<file path="src/rtl/ppc_pkg.sv">
package ppc_pkg;

  typedef enum logic [2:0] {
    CT_IDLE, CT_UNLOCK, CT_LOAD, CT_POLL_GAP, CT_POLL_RD
  } ctl_st_e;

  typedef enum logic [2:0] {
    BS_IDLE, BS_SETUP, BS_LOW, BS_HIGH, BS_READ
  } bus_st_e;

  localparam int unsigned UNLOCK_LEN = 3;

  function automatic logic [14:0] unlock_addr(input logic [1:0] idx);
    return (idx == 2'd1) ? 15'h2AAA : 15'h5555;
  endfunction

  function automatic logic [7:0] unlock_data(input logic [1:0] idx);
    case (idx)
      2'd0:    return 8'hAA;
      2'd1:    return 8'h55;
      default: return 8'hA0;
    endcase
  endfunction

endpackage

</file>
<file path="src/rtl/ppc_src_buf.sv">
module ppc_src_buf #(
  parameter int unsigned DATA_W = 8,
  parameter int unsigned DEPTH  = 64,
  localparam int unsigned IDX_W = $clog2(DEPTH)
) (
  input  logic              clk_i,
  input  logic              we_i,
  input  logic [IDX_W-1:0]  widx_i,
  input  logic [DATA_W-1:0] wdata_i,
  input  logic [IDX_W-1:0]  ridx_i,
  output logic [DATA_W-1:0] rdata_o
);

  logic [DATA_W-1:0] mem_q [DEPTH];

  always_ff @(posedge clk_i) begin
    if (we_i) mem_q[widx_i] <= wdata_i;
  end

  assign rdata_o = mem_q[ridx_i];

endmodule

</file>
<file path="src/rtl/ppc_bus_seq.sv">
module ppc_bus_seq
  import ppc_pkg::*;
#(
  parameter int unsigned ADDR_W  = 15,
  parameter int unsigned DATA_W  = 8,
  parameter int unsigned WP_CYC  = 26,
  parameter int unsigned WPH_CYC = 13,
  parameter int unsigned RD_CYC  = 26,
  localparam int unsigned MAX_C  = (WP_CYC > WPH_CYC) ?
                                   ((WP_CYC > RD_CYC) ? WP_CYC : RD_CYC) :
                                   ((WPH_CYC > RD_CYC) ? WPH_CYC : RD_CYC),
  localparam int unsigned CNT_W  = $clog2(MAX_C + 1)
) (
  input  logic              clk_i,
  input  logic              rst_ni,
  input  logic              req_i,
  input  logic              wr_i,
  input  logic [ADDR_W-1:0] addr_i,
  input  logic [DATA_W-1:0] wdata_i,
  output logic              idle_o,
  output logic              ack_o,
  output logic [DATA_W-1:0] rdata_o,
  output logic              mem_ce_no,
  output logic              mem_oe_no,
  output logic              mem_we_no,
  output logic [ADDR_W-1:0] mem_addr_o,
  output logic [DATA_W-1:0] mem_dq_o,
  input  logic [DATA_W-1:0] mem_dq_i
);

  bus_st_e           st_q;
  logic [CNT_W-1:0]  cnt_q;
  logic [ADDR_W-1:0] addr_q;
  logic [DATA_W-1:0] data_q, rdata_q;
  logic              ack_q;

  always_ff @(posedge clk_i or negedge rst_ni) begin
    if (!rst_ni) begin
      st_q    <= BS_IDLE;
      cnt_q   <= '0;
      addr_q  <= '0;
      data_q  <= '0;
      rdata_q <= '0;
      ack_q   <= 1'b0;
    end else begin
      ack_q <= 1'b0;
      unique case (st_q)
        BS_IDLE: if (req_i) begin
          addr_q <= addr_i;
          data_q <= wdata_i;
          if (wr_i) begin
            st_q <= BS_SETUP;
          end else begin
            st_q  <= BS_READ;
            cnt_q <= CNT_W'(RD_CYC - 1);
          end
        end
        BS_SETUP: begin
          st_q  <= BS_LOW;
          cnt_q <= CNT_W'(WP_CYC - 1);
        end
        BS_LOW: begin
          if (cnt_q == '0) begin
            st_q  <= BS_HIGH;
            cnt_q <= CNT_W'(WPH_CYC - 1);
          end else cnt_q <= cnt_q - 1'b1;
        end
        BS_HIGH: begin
          if (cnt_q == '0) begin
            st_q  <= BS_IDLE;
            ack_q <= 1'b1;
          end else cnt_q <= cnt_q - 1'b1;
        end
        BS_READ: begin
          if (cnt_q == '0) begin
            st_q    <= BS_IDLE;
            ack_q   <= 1'b1;
            rdata_q <= mem_dq_i;
          end else cnt_q <= cnt_q - 1'b1;
        end
        default: st_q <= BS_IDLE;
      endcase
    end
  end

  assign idle_o     = (st_q == BS_IDLE);
  assign ack_o      = ack_q;
  assign rdata_o    = rdata_q;
  assign mem_ce_no  = (st_q == BS_IDLE);
  assign mem_we_no  = (st_q != BS_LOW);
  assign mem_oe_no  = (st_q != BS_READ);
  assign mem_addr_o = addr_q;
  assign mem_dq_o   = data_q;

  // independent run-length of the low strobe
  logic [CNT_W:0] low_run_q;
  always_ff @(posedge clk_i or negedge rst_ni) begin
    if (!rst_ni) low_run_q <= '0;
    else if (!mem_we_no) begin
      if (low_run_q != '1) low_run_q <= low_run_q + 1'b1;
    end else low_run_q <= '0;
  end

  AST_WE_LOW_MIN: assert property (@(posedge clk_i) disable iff (!rst_ni)
    $rose(mem_we_no) |-> (low_run_q >= (CNT_W+1)'(WP_CYC)));

  AST_OE_OFF_IN_WRITE: assert property (@(posedge clk_i) disable iff (!rst_ni)
    $fell(mem_we_no) |-> ($past(mem_oe_no) && mem_oe_no));

  AST_REQ_WHEN_IDLE: assert property (@(posedge clk_i) disable iff (!rst_ni)
    ack_o |-> $past(st_q != BS_IDLE));

endmodule

</file>
<file path="src/rtl/page_prog_ctrl.sv">
module page_prog_ctrl
  import ppc_pkg::*;
#(
  parameter int unsigned PG_W        = 9,
  parameter int unsigned PAGE_BYTES  = 64,
  parameter int unsigned DATA_W      = 8,
  parameter int unsigned WP_CYC      = 26,
  parameter int unsigned WPH_CYC     = 13,
  parameter int unsigned BLC_CYC     = 18750,
  parameter int unsigned RD_CYC      = 26,
  parameter int unsigned POLL_CYC    = 125,
  parameter int unsigned TIMEOUT_CYC = 1375000,
  localparam int unsigned OFF_W      = $clog2(PAGE_BYTES),
  localparam int unsigned ADDR_W     = PG_W + OFF_W,
  localparam int unsigned CNT_W      = OFF_W + 1
) (
  input  logic              clk_i,
  input  logic              rst_ni,
  input  logic              buf_we_i,
  input  logic [OFF_W-1:0]  buf_idx_i,
  input  logic [DATA_W-1:0] buf_data_i,
  input  logic              start_i,
  input  logic [PG_W-1:0]   page_i,
  input  logic [OFF_W-1:0]  offset_i,
  input  logic [CNT_W-1:0]  count_i,
  output logic              busy_o,
  output logic              done_o,
  output logic              err_o,
  output logic              mem_ce_no,
  output logic              mem_oe_no,
  output logic              mem_we_no,
  output logic [ADDR_W-1:0] mem_addr_o,
  output logic [DATA_W-1:0] mem_dq_o,
  input  logic [DATA_W-1:0] mem_dq_i
);

  localparam int unsigned PC_W  = $clog2(POLL_CYC + 1);
  localparam int unsigned TMO_W = $clog2(TIMEOUT_CYC + 1);
  localparam int unsigned GAP_W = $clog2(BLC_CYC + 2);

  ctl_st_e           st_q;
  logic [CNT_W-1:0]  step_q, cnt_q;
  logic [PG_W-1:0]   page_q;
  logic [OFF_W-1:0]  off_q;
  logic [ADDR_W-1:0] last_addr_q;
  logic              last_d7_q;
  logic              pend_q;
  logic [PC_W-1:0]   poll_cnt_q;
  logic [TMO_W-1:0]  tmo_cnt_q;
  logic              done_q, err_q;

  logic              req, req_wr, seq_idle, seq_ack;
  logic [ADDR_W-1:0] req_addr;
  logic [DATA_W-1:0] req_data, buf_rd, seq_rdata;
  logic              start_ok;

  ppc_src_buf #(.DATA_W(DATA_W), .DEPTH(PAGE_BYTES)) u_buf (
    .clk_i   (clk_i),
    .we_i    (buf_we_i),
    .widx_i  (buf_idx_i),
    .wdata_i (buf_data_i),
    .ridx_i  (step_q[OFF_W-1:0]),
    .rdata_o (buf_rd)
  );

  assign start_ok = start_i && (st_q == CT_IDLE) && (count_i != '0) &&
                    (count_i <= CNT_W'(PAGE_BYTES));

  assign req    = ((st_q == CT_UNLOCK) || (st_q == CT_LOAD) || (st_q == CT_POLL_RD)) && !pend_q;
  assign req_wr = (st_q != CT_POLL_RD);

  always_comb begin
    req_addr = last_addr_q;
    req_data = buf_rd;
    if (st_q == CT_UNLOCK) begin
      req_addr = ADDR_W'(unlock_addr(step_q[1:0]));
      req_data = DATA_W'(unlock_data(step_q[1:0]));
    end else if (st_q == CT_LOAD) begin
      req_addr = {page_q, off_q + step_q[OFF_W-1:0]};
    end
  end

  always_ff @(posedge clk_i or negedge rst_ni) begin
    if (!rst_ni) begin
      st_q        <= CT_IDLE;
      step_q      <= '0;
      cnt_q       <= '0;
      page_q      <= '0;
      off_q       <= '0;
      last_addr_q <= '0;
      last_d7_q   <= 1'b0;
      pend_q      <= 1'b0;
      poll_cnt_q  <= '0;
      tmo_cnt_q   <= '0;
      done_q      <= 1'b0;
      err_q       <= 1'b0;
    end else begin
      done_q <= 1'b0;
      err_q  <= 1'b0;
      if (req) pend_q <= 1'b1;
      else if (seq_ack) pend_q <= 1'b0;
      if ((st_q == CT_POLL_GAP) || (st_q == CT_POLL_RD)) begin
        if (tmo_cnt_q != '1) tmo_cnt_q <= tmo_cnt_q + 1'b1;
      end
      unique case (st_q)
        CT_IDLE: if (start_ok) begin
          st_q   <= CT_UNLOCK;
          step_q <= '0;
          page_q <= page_i;
          off_q  <= offset_i;
          cnt_q  <= count_i;
        end
        CT_UNLOCK: if (seq_ack) begin
          if (step_q == CNT_W'(UNLOCK_LEN - 1)) begin
            st_q   <= CT_LOAD;
            step_q <= '0;
          end else step_q <= step_q + 1'b1;
        end
        CT_LOAD: begin
          if (req) begin
            last_addr_q <= req_addr;
            last_d7_q   <= req_data[DATA_W-1];
          end
          if (seq_ack) begin
            if (step_q == cnt_q - 1'b1) begin
              st_q       <= CT_POLL_GAP;
              poll_cnt_q <= '0;
              tmo_cnt_q  <= '0;
            end else step_q <= step_q + 1'b1;
          end
        end
        CT_POLL_GAP: begin
          if (poll_cnt_q >= PC_W'(POLL_CYC - 1)) st_q <= CT_POLL_RD;
          else poll_cnt_q <= poll_cnt_q + 1'b1;
        end
        CT_POLL_RD: if (seq_ack) begin
          if (seq_rdata[DATA_W-1] == last_d7_q) begin
            st_q   <= CT_IDLE;
            done_q <= 1'b1;
          end else if (tmo_cnt_q >= TMO_W'(TIMEOUT_CYC)) begin
            st_q  <= CT_IDLE;
            err_q <= 1'b1;
          end else begin
            st_q       <= CT_POLL_GAP;
            poll_cnt_q <= '0;
          end
        end
        default: st_q <= CT_IDLE;
      endcase
    end
  end

  ppc_bus_seq #(
    .ADDR_W (ADDR_W), .DATA_W (DATA_W),
    .WP_CYC (WP_CYC), .WPH_CYC(WPH_CYC), .RD_CYC(RD_CYC)
  ) u_seq (
    .clk_i      (clk_i),
    .rst_ni     (rst_ni),
    .req_i      (req),
    .wr_i       (req_wr),
    .addr_i     (req_addr),
    .wdata_i    (req_data),
    .idle_o     (seq_idle),
    .ack_o      (seq_ack),
    .rdata_o    (seq_rdata),
    .mem_ce_no  (mem_ce_no),
    .mem_oe_no  (mem_oe_no),
    .mem_we_no  (mem_we_no),
    .mem_addr_o (mem_addr_o),
    .mem_dq_o   (mem_dq_o),
    .mem_dq_i   (mem_dq_i)
  );

  assign busy_o = (st_q != CT_IDLE);
  assign done_o = done_q;
  assign err_o  = err_q;

  // strobe-to-strobe window tracking
  logic             we_d_q, in_op_q;
  logic [GAP_W-1:0] gap_q;
  logic             we_fall;
  assign we_fall = we_d_q && !mem_we_no;

  always_ff @(posedge clk_i or negedge rst_ni) begin
    if (!rst_ni) begin
      we_d_q  <= 1'b1;
      in_op_q <= 1'b0;
      gap_q   <= '0;
    end else begin
      we_d_q <= mem_we_no;
      if (!busy_o) in_op_q <= 1'b0;
      else if (we_fall) in_op_q <= 1'b1;
      if (we_fall) gap_q <= GAP_W'(1);
      else if (gap_q != '1) gap_q <= gap_q + 1'b1;
    end
  end

  AST_LOAD_WINDOW: assert property (@(posedge clk_i) disable iff (!rst_ni)
    (we_fall && in_op_q) |-> (gap_q <= GAP_W'(BLC_CYC)));

  AST_SAME_PAGE: assert property (@(posedge clk_i) disable iff (!rst_ni)
    ((st_q == CT_LOAD) && !mem_we_no) |-> (mem_addr_o[ADDR_W-1:OFF_W] == page_q));

  AST_POLL_NO_WRITE: assert property (@(posedge clk_i) disable iff (!rst_ni)
    ((st_q == CT_POLL_GAP) || (st_q == CT_POLL_RD)) |-> mem_we_no);

  AST_DONE_ERR_EXCL: assert property (@(posedge clk_i) disable iff (!rst_ni)
    !(done_o && err_o));

  AST_BUSY_END: assert property (@(posedge clk_i) disable iff (!rst_ni)
    $fell(busy_o) |-> (done_o || err_o));

  AST_START_IGNORED: assert property (@(posedge clk_i) disable iff (!rst_ni)
    (busy_o && start_i) |=> ($stable(page_q) && $stable(cnt_q)));

  AST_SEQ_FREE: assert property (@(posedge clk_i) disable iff (!rst_ni)
    req |-> seq_idle);

endmodule

</file>
<file path="config.mk">
export PLATFORM = sky130hd
export DESIGN_NAME = page_prog_ctrl
export DESIGN_NICKNAME = d
export VERILOG_FILES = /design/src/rtl/ppc_pkg.sv /design/src/rtl/ppc_src_buf.sv /design/src/rtl/ppc_bus_seq.sv /design/src/rtl/page_prog_ctrl.sv
export SDC_FILE = /design/constraint.sdc
export NUM_CORES = 1
export LEC_CHECK = 0
export BUFFER_PORTS_ARGS = -buffer_cell sky130_fd_sc_hd__buf_2
export CAP_MARGIN = 10
export CORE_ASPECT_RATIO = 2
export CORE_UTILIZATION = 50
export CTS_BUF_LIST = sky130_fd_sc_hd__clkbuf_8
export CTS_CLUSTER_SIZE = 30
export DETAILED_ROUTE_END_ITERATION = 10
export GPL_ROUTABILITY_DRIVEN = 0
export PLACE_DENSITY = 0.67
export SKIP_LAST_GASP = 1
export SYNTH_ARGS = -nofsm -noshare
export SYNTH_HDL_FRONTEND = slang
export SYNTH_SLANG_ARGS = --single-unit
</file>
<file path="constraint.sdc">
create_clock -name clk_i -period 3.3 [get_ports clk_i]
set_clock_uncertainty 0.05 [all_clocks]
set_input_delay 0.66 -clock clk_i [delete_from_list [all_inputs] [get_ports clk_i]]
set_output_delay 0.66 -clock clk_i [all_outputs]
set_load 0.02 [all_outputs]
</file>
==> flow_summary.ini, run 1 <==
[finish]
syn2layout_area_growth_pct = 13.2
fillers = 3868
final_net_count = 1797
fin_util = 0.575
final_cells = 2459
final_layout_size_suffix_gt1_frac = 0.269

[routing]
drt-pass1-iter-count = 5
final_antenna_net_count = 0
wl_um = 60800
wl_met1_um = 20500
via_per_inst = 5.92
wl_met3_um = 2990
highest_layer = met5
drt-initial-drc-count = 1439
met2_length_um = 33500
wire_per_inst_um = 24.7
vias = 14600
drcViolationCount = 0

[synth]
synth_seq_cells = 624
synth.avg_cell_area_um2 = 16.9
async_flop_share = 0.179
synth_commonest_cells = edfxtp_1, nor2_1, mux4_2, dfrtp_1, nand2_1
yosysSeqAreaShare = 0.702
synth.distinct_cells = 80
yosysMostFrequentCell = edfxtp_1
synth_top_cell_by_area = edfxtp_1
syn_inst = 1535
synth_top_area_share = 0.594
netlist_top_cells_area = edfxtp_1, dfrtp_1, mux4_2, nor2_1, mux2_2
yosysWarnings = 0
syn_area_um2 = 25900
synth_edf_count = 512
ys.flop_type = edfxtp_1
syn-num-nets = 1600

[power_and_ir_drop]
pwr-share-seq = 0.587
p_sw_frac = 0.212
p_int_mw = 11.5
p_leak_nw = 10.1
p_per_area_nw_per_um2 = 499
p_sw_mw = 3.10
ir_worst_vdd_mv = 0.372
clock_power_share = 0.394
comb_power_share = 0.018

[grt]
antenna_found_initial = 6
grt_max_degree = 73
globalRouteOverflowTotal = 0
grt_pass1_vias = 15100
grt_pass1_wl_um = 91100
grt_usage = 0.239

[floorplanning]
rows = 117
dieHeight_um = 324
core_area_um2 = 50900
dieArea_um2 = 52700
die_w_um = 163
initial_core_util = 0.508
pin_count = 77

[cts]
cts_inserted_buffers = 85
worstSkewPairLatency_ns = 0.67
cts_tree = done
cts_max_path_buffers = 3
clkTransAtPathRegs_ns = 0.07
cts_resized = 0
cts.sink_count = 624
htreeDepth = 3
cts-root-buf = clkbuf_8

[worst_setup_path]
critPathCapture = u_seq.mem_dq_o[1]
r2r_start = step_q[0]
worst_r2r_endpoint = u_seq.mem_dq_o[1]
worstSetupStartpoint = step_q[0]
path_max_fanout = 22
reg2reg_slack_ns = 0.11
critical_path_class = flip-flop to flip-flop
critPathLaunchType = flip-flop
worstPathRequired_ns = 3.81
reg2reg_depth = 7
worstPathArrival_ns = 3.71
critPathCaptureType = flip-flop

[sta]
hold_ws_ns = 0.179
hold_viol = 0
period_needed_ns = 3.19
relSlewSlack = 0.173
grt_setup_unrepaired = false
setup-tns-final_ns = 0
setup-violations-final = 0
fmax_mhz = 313
finalMaxSlewViolations = 0
period_share = 0.968
worst_slew_pin_slew_ns = 1.24

[job]
maxCapViolCount = 0

[placed_design]
io_buffers = 69
placed_cells = 2297
dp_hpwl_um = 42200

[min_path]
worstHoldPathCells = 2
hold_path_class = primary input to flip-flop

[status]
status = completed
[per-stage QoR]
| step | worst slack (ns) | total power [mW] | cell area (um2) |
|---|---|---|---|
| after floorplan | 0.921 | 8.80 | 25900 |
| after global placement | -0.0153 | 9.00 | 27600 |
| after detailed placement | 0.0912 | 9.02 | 27600 |
| after CTS | 0.0974 | 14.7 | 29300 |
| after global routing | 0.0334 | 15.1 | 29300 |
| final | 0.105 | 14.6 | 29300 |
[what timing repair did]
item / 4_1_cts / 5_1_grt
endpoints found under the hold margin: 40 / 0
endpoints found under the setup margin: 0 / 0
buffers inserted: 0 / 0
hold buffers: 1 / 0
[registers in the layout (all words and copies together), names as in the netlist]
name / cells
u_seq.mem_addr_o: 15
done_o: 1
tmo_cnt_q: 21
u_seq.ack_o: 1
st_q: 3
off_q: 6
u_seq.rdata_o: 1
cnt_q: 7
poll_cnt_q: 7
step_q: 7
u_seq.mem_dq_o: 8
err_o: 1
page_q: 9
u_buf.mem_q: 512
u_seq.st_q: 3
u_seq.cnt_q: 5
last_addr_q: 15
pend_q: 1
last_d7_q: 1
[layout make-up]
cell class                      instances  area (um2)  share of cell area
Clock inverter                         72         453              0.0155
Sequential cell                       624       18200               0.621
Clock buffer                           87        1200              0.0409
Multi-Input combinational cell        808        7180               0.245
Antenna cell                            1        2.50           0.0000854
Inverter                               25        93.8             0.00320
Tap cell                              654         818              0.0279
Timing Repair Buffer                  188        1360              0.0463
[cell families (layout without fill, tap and decap cells)]
group	after synthesis	count (layout)	synth area share
buf+inv	103	372	0.0202
flops	624	624	0.702
mux	204	204	0.140
fa+ha+maj	17	17	0.00851
compound gates	199	199	0.0535
other cells	0	1	0
xor+xnor	32	32	0.0108
simple gates	356	356	0.0646
[how the worst min path moves through the flow]
stage | from | slack (ns) | to
2_1_floorplan | rst_ni | 0.31 | cnt_q[0]
3_5_place_dp | u_seq.mem_addr_o[11] | 0.42 | u_seq.mem_addr_o[11]
4_1_cts | mem_dq_i[7] | 0.13 | u_seq.rdata_o[7]
6_report | offset_i[1] | 0.18 | off_q[1]
5_1_grt | mem_dq_i[7] | 0.16 | u_seq.rdata_o[7]
3_3_place_gp | u_seq.mem_addr_o[1] | 0.41 | u_seq.mem_addr_o[1]
[worst max-delay path, stage by stage, from the launching register on]
cell,delay [ns]
dfrtp_4,0.78
buf_4,0.34
mux4_2,0.52
nor2b_1,0.14
a2111oi_0,0.69
buf_4,0.23
nor4_1,0.06
a211o_1,0.29
[layout by cell type, fill, tap and decap left out, types with 16 or more instances in the layout]
| cell type | n |
|---|---|
| clkbuf_8 | 87 |
| clkinv_1 | 26 |
| xor2_1 | 16 |
| nor2_1 | 146 |
| mux2i_1 | 39 |
| buf_2 | 68 |
| a221oi_1 | 19 |
| a21oi_1 | 43 |
| mux2_2 | 42 |
| ha_1 | 16 |
| nand2_1 | 80 |
| nand3_1 | 30 |
| inv_1 | 41 |
| xnor2_1 | 16 |
| o21ai_0 | 36 |
| mux4_2 | 122 |
| edfxtp_1 | 512 |
| dfrtp_1 | 108 |
| clkinv_2 | 17 |
| buf_4 | 110 |
[power groups by stage]
stage	clock (mW)	sequential (mW)	combinational (mW)
after floorplan	0	8.75	0.0550
after global placement	0	8.74	0.255
after detailed placement	0	8.75	0.267
after CTS	5.89	8.58	0.268
after global routing	6.22	8.58	0.290
final	5.76	8.58	0.266
[per-layer routing]
layer / GRT usage / vias up
met5: 0 / -
met4: 0.146 / 8
met3: 0.0373 / 173
met2: 0.441 / 534
met1: 0.250 / 7388
li1: - / 6462
Power figures use the tool's default switching activity.
==> run 2: changes to the inputs <==
- CORE_ASPECT_RATIO: 2 -> default
==> flow_summary.ini, run 2 (synthesized netlist as in run 1, its figures left out) <==
[routing]
drt-pass1-iter-count = 5
drcViolationCount = 0
final_antenna_net_count = 0
via_per_inst = 5.89
vias = 14600
drt-initial-drc-count = 1539
wl_um = 58300
wire_per_inst_um = 23.4

[cts]
post_cts_buffers = 0
cts_inserted_buffers = 98
cts-root-buf = clkbuf_8
cts_tree = done
htreeDepth = 3
cts_max_path_buffers = 3
cts.sink_count = 624
worstSkewPairLatency_ns = 0.68
clkTransAtPathRegs_ns = 0.06

[floorplanning]
initial_core_util = 0.505
die_w_um = 230
dieArea_um2 = 52700
core_area_um2 = 51200
pin_count = 77
dieHeight_um = 230
rows = 83

[sta]
setup-violations-final = 0
worst_slew_pin_slew_ns = 0.940
finalMaxSlewViolations = 0
period_needed_ns = 3.10
relSlewSlack = 0.371
grt_setup_unrepaired = false
setup-tns-final_ns = 0
hold_viol = 0
fmax_mhz = 322
period_share = 0.941
hold_ws_ns = 0.167

[grt]
grt_max_degree = 65
grt_pass1_vias = 14900
grt_pass1_wl_um = 90100
antenna_found_initial = 1
globalRouteOverflowTotal = 0
grt_usage = 0.228

[min_path]
hold_start = page_i[0]
hold_path_class = primary input to flip-flop

[finish]
final_layout_size_suffix_gt1_frac = 0.264
regMostFlops = u_buf.mem_q
layout_common_cells = edfxtp_1, nor2_1, mux4_2
design_area_um2 = 29400
reg.largest.list = u_buf.mem_q (512), tmo_cnt_q (21)
largest_reg_flops = 512
final_cells = 2488
mostFrequentLayoutCell = edfxtp_1
syn2layout_area_growth_pct = 13.5
fillers = 3868
final_net_count = 1797

[power_and_ir_drop]
ir_worst_vdd_mv = 0.354
total_power_mw = 14.8
p_per_area_nw_per_um2 = 503
p_leak_nw = 10.2

[worst_setup_path]
reg2reg_slack_ns = 0.20
critPathCaptureType = flip-flop
worstPathArrival_ns = 3.60
worstPathRequired_ns = 3.79
path_max_fanout = 16
reg2reg_depth = 6
critPathCapture = u_seq.mem_dq_o[1]
worst_r2r_endpoint = u_seq.mem_dq_o[1]
critical_path_class = flip-flop to flip-flop
critPathLaunchType = flip-flop
r2r_start = step_q[0]
worstSetupStartpoint = step_q[0]

[placed_design]
io_buffers = 69
dp_hpwl_um = 37500
dpl_cell_area_um2 = 27600
placed_cells = 2311

[job]
maxCapViolCount = 0

[status]
status = completed
run 2: cell types whose count changed in the layout (fill, tap and decap cells not counted), sizes merged:
cell	previous run	this run
clkbuf	87	103
inv	44	58
buf	187	174
clkinv	44	35
bufinv	5	2
clkinvlp	4	2
run 2: timing repair:
| item | CTS | global route |
|---|---|---|
| endpoints found under the hold margin | 26 | 0 |
| gates resized for setup | 0 | 0 |
| hold buffers | 1 | 0 |
run 2: through the flow:
step,setup WS (ns),utilization
after CTS,0.296,0.574
after global routing,0.0521,0.574
after detailed placement,0.345,0.539
after floorplan,0.921,-
final,0.196,0.574
after global placement,0.292,0.539
run 2: worst min-delay path by stage:
stage	endpoint	slack, ns	cells past startpoint
after floorplan	cnt_q[0]	0.31	0
after global placement	u_seq.mem_addr_o[14]	0.41	2
after detailed placement	u_seq.mem_dq_o[5]	0.42	2
after CTS	page_q[0]	0.10	2
after global routing	page_q[0]	0.13	2
final	page_q[0]	0.17	2
run 2: worst max-delay path, cell delays in order (launching register included):
cell,delay [ns]
dfrtp_4,0.68
buf_12,0.24
buf_12,0.19
mux4_2,0.56
a2111oi_0,0.71
a2111oi_0,0.27
a211o_1,0.27
run 2: where the power goes:
group,leakage (nW),internal (mW),switching [mW]
Combinational,3.02,0.0584,0.212
Clock,1.03,3.03,2.88
Sequential,6.12,8.58,0.00995
run 2: layer usage:
layer / routed length (um) / track usage
met5: 0 / 0
met1: 24400 / 0.323
met2: 28100 / 0.361
met3: 4690 / 0.0492
met4: 1120 / 0.0583
run 2: final cells by class:
cell class / instances / area [um2] / area share
multi-input cells: 808 / 7190 / 0.245
clock inverters: 72 / 347 / 0.0118
repair buffers: 175 / 1280 / 0.0437
diodes: 1 / 2.50 / 0.0000852
well taps: 680 / 851 / 0.0290
flip-flops and latches: 624 / 18200 / 0.619
inverters: 25 / 93.8 / 0.00320
clock buffers: 103 / 1420 / 0.0483
==> run 3: changes to the inputs <==
- PLACE_DENSITY: 0.67 -> 0.7
- clock period: 3.3 -> 2.5 ns (I/O delays scaled with it)
==> flow_summary.ini, run 3 (synthesized netlist as in run 1, its figures left out) <==
[power_and_ir_drop]
p_leak_nw = 10.6
comb_power_share = 0.020
p_int_mw = 15.8
pwr-share-seq = 0.568
p_sw_mw = 4.18
p_sw_frac = 0.210
ir_worst_vdd_mv = 0.469
clock_power_share = 0.412
p_per_area_nw_per_um2 = 658

[sta]
period_needed_ns = 2.47
finalMaxSlewViolations = 0
period_share = 0.988
worst_slew_pin_slew_ns = 0.715
setup-violations-final = 0
relSlewSlack = 0.523
fmax_mhz = 405
hold_viol = 0
grt_setup_unrepaired = true
hold_ws_ns = 0.0776

[finish]
layout_common_cells = edfxtp_1, nor2_1, buf_4
largest_reg_flops = 512
reg.largest.list = u_buf.mem_q (512), tmo_cnt_q (21)
syn2layout_area_growth_pct = 17.3
final_layout_size_suffix_gt1_frac = 0.294
final_net_count = 1873
regMostFlops = u_buf.mem_q
mostFrequentLayoutCell = edfxtp_1
final_cells = 2567

[cts]
cts_inserted_buffers = 99
htreeDepth = 3
worstSkewPairLatency_ns = 0.69
cts-root-buf = clkbuf_8
post_cts_buffers = 0
cts.sink_count = 624
clkTransAtPathRegs_ns = 0.06
cts_max_path_buffers = 3
cts_tree = done

[worst_setup_path]
slowest_stage = dfrtp_1
worst_r2r_endpoint = step_q[0]
path_max_fanout = 8
worstPathRequired_ns = 3.01
worstPathArrival_ns = 2.98
critical_path.cell_chain = inv_1 -> ha_2 -> or3b_4 -> and3_4 -> a2111o_1 -> a21o_4 -> and2_1 -> mux2_2
reg2reg_depth = 8
critPathCaptureType = flip-flop
critPathLaunchType = flip-flop
max_stage_delay_ns = 0.40
r2r_start = cnt_q[1]
critical_path_class = flip-flop to flip-flop
reg2reg_slack_ns = 0.03

[routing]
drcViolationCount = 0
vias = 14900
wl_um = 58600
drt-pass1-iter-count = 7
via_per_inst = 5.82
final_antenna_net_count = 0
wire_per_inst_um = 22.8
drt-initial-drc-count = 1511

[grt]
antenna_found_initial = 3
globalRouteOverflowTotal = 0
grt_usage = 0.224
grt_pass1_wl_um = 88800
grt_max_degree = 65
grt_pass1_vias = 14900

[placed_design]
io_buffers = 69
placed_cells = 2363
dp_hpwl_um = 37900

[min_path]
min_to = cnt_q[6]
hold_path_class = primary input to flip-flop
worstHoldPathCells = 2
hold_start = count_i[6]

[floorplanning]
rows = 83
dieHeight_um = 230
dieArea_um2 = 52700
core_area_um2 = 51200
initial_core_util = 0.505
pin_count = 77
die_w_um = 230

[status]
status = completed

[job]
maxCapViolCount = 0
[run 3: cell count changes in the layout (fill, tap and decap cells not counted), moves of 4 or more]
cell,change
clkbuf_8,+4
buf_4,+43
buf_12,+6
dlygate4sd3_1,+22
clkinv_2,-6
[run 3: power groups by stage]
| stage | Combinational (mW) | Clock (mW) | Sequential (mW) |
|---|---|---|---|
| after floorplan | 0.0726 | 0 | 11.5 |
| after global placement | 0.353 | 0 | 11.5 |
| after detailed placement | 0.372 | 0 | 11.5 |
| after CTS | 0.399 | 8.40 | 11.3 |
| after global routing | 0.429 | 8.83 | 11.3 |
| final | 0.396 | 8.23 | 11.3 |
[run 3: worst max path at each step]
stage	from	endpoint	slack (ns)	cells past startpoint
6_report	cnt_q[1]	step_q[0]	0.03	8
5_1_grt	cnt_q[1]	step_q[3]	-0.07	8
4_1_cts	step_q[0]	u_seq.mem_dq_o[1]	-0.04	6
3_5_place_dp	step_q[0]	u_seq.mem_dq_o[3]	-0.11	6
3_3_place_gp	step_q[0]	u_seq.mem_dq_o[1]	-0.1	7
2_1_floorplan	step_q[0]	step_q[3]	0.16	11
[run 3: critical path, delay by kind of cell, from the launching register on]
family / cells / cell delay, ns
mux: 1 / 0.27
compound gates: 2 / 0.63
flops: 1 / 0.40
fa+ha+maj: 1 / 0.17
buf+inv: 1 / 0.07
simple gates: 3 / 0.74
[run 3: layout make-up]
type                    instances  area [um2]
diodes                          2        5.00
clock inverters                71         402
clock buffers                 107        1470
repair buffers                250        2010
well taps                     680         851
flip-flops and latches        624       18200
fillers                      3752       20900
multi-input cells             808        7320
inverters                      25        93.8
[run 3: timing repair]
action                     in CTS  in global routing
hold buffers                   23                  0
pin swaps                       0                  2
setup endpoints to repair       8                 65
hold endpoints to repair       51                  0
gates cloned                    1                  0
resized for setup               5                 31
[run 3: per-stage QoR]
stage	util	instance area [um2]	TNS [ns]	total power, mW	setup WS [ns]
floorplan	-	25900	0	11.6	0.157
global placement	0.548	28000	-0.163	11.9	-0.0991
detailed placement	0.548	28000	-0.257	11.9	-0.108
CTS	0.590	30200	-0.0356	20.1	-0.0356
global route	0.593	30300	-0.956	20.6	-0.0737
finish	0.593	30300	0	20.0	0.0297
[run 3: layer usage]
| metal | vias up | GRT usage | share of wire |
|---|---|---|---|
| met3 | 112 | 0.0504 | 0.075 |
| met5 | - | 0 | 0.00014 |
| met4 | 2 | 0.0700 | 0.026 |
| li1 | 6646 | - | - |
| met2 | 600 | 0.353 | 0.48 |
| met1 | 7588 | 0.313 | 0.42 |
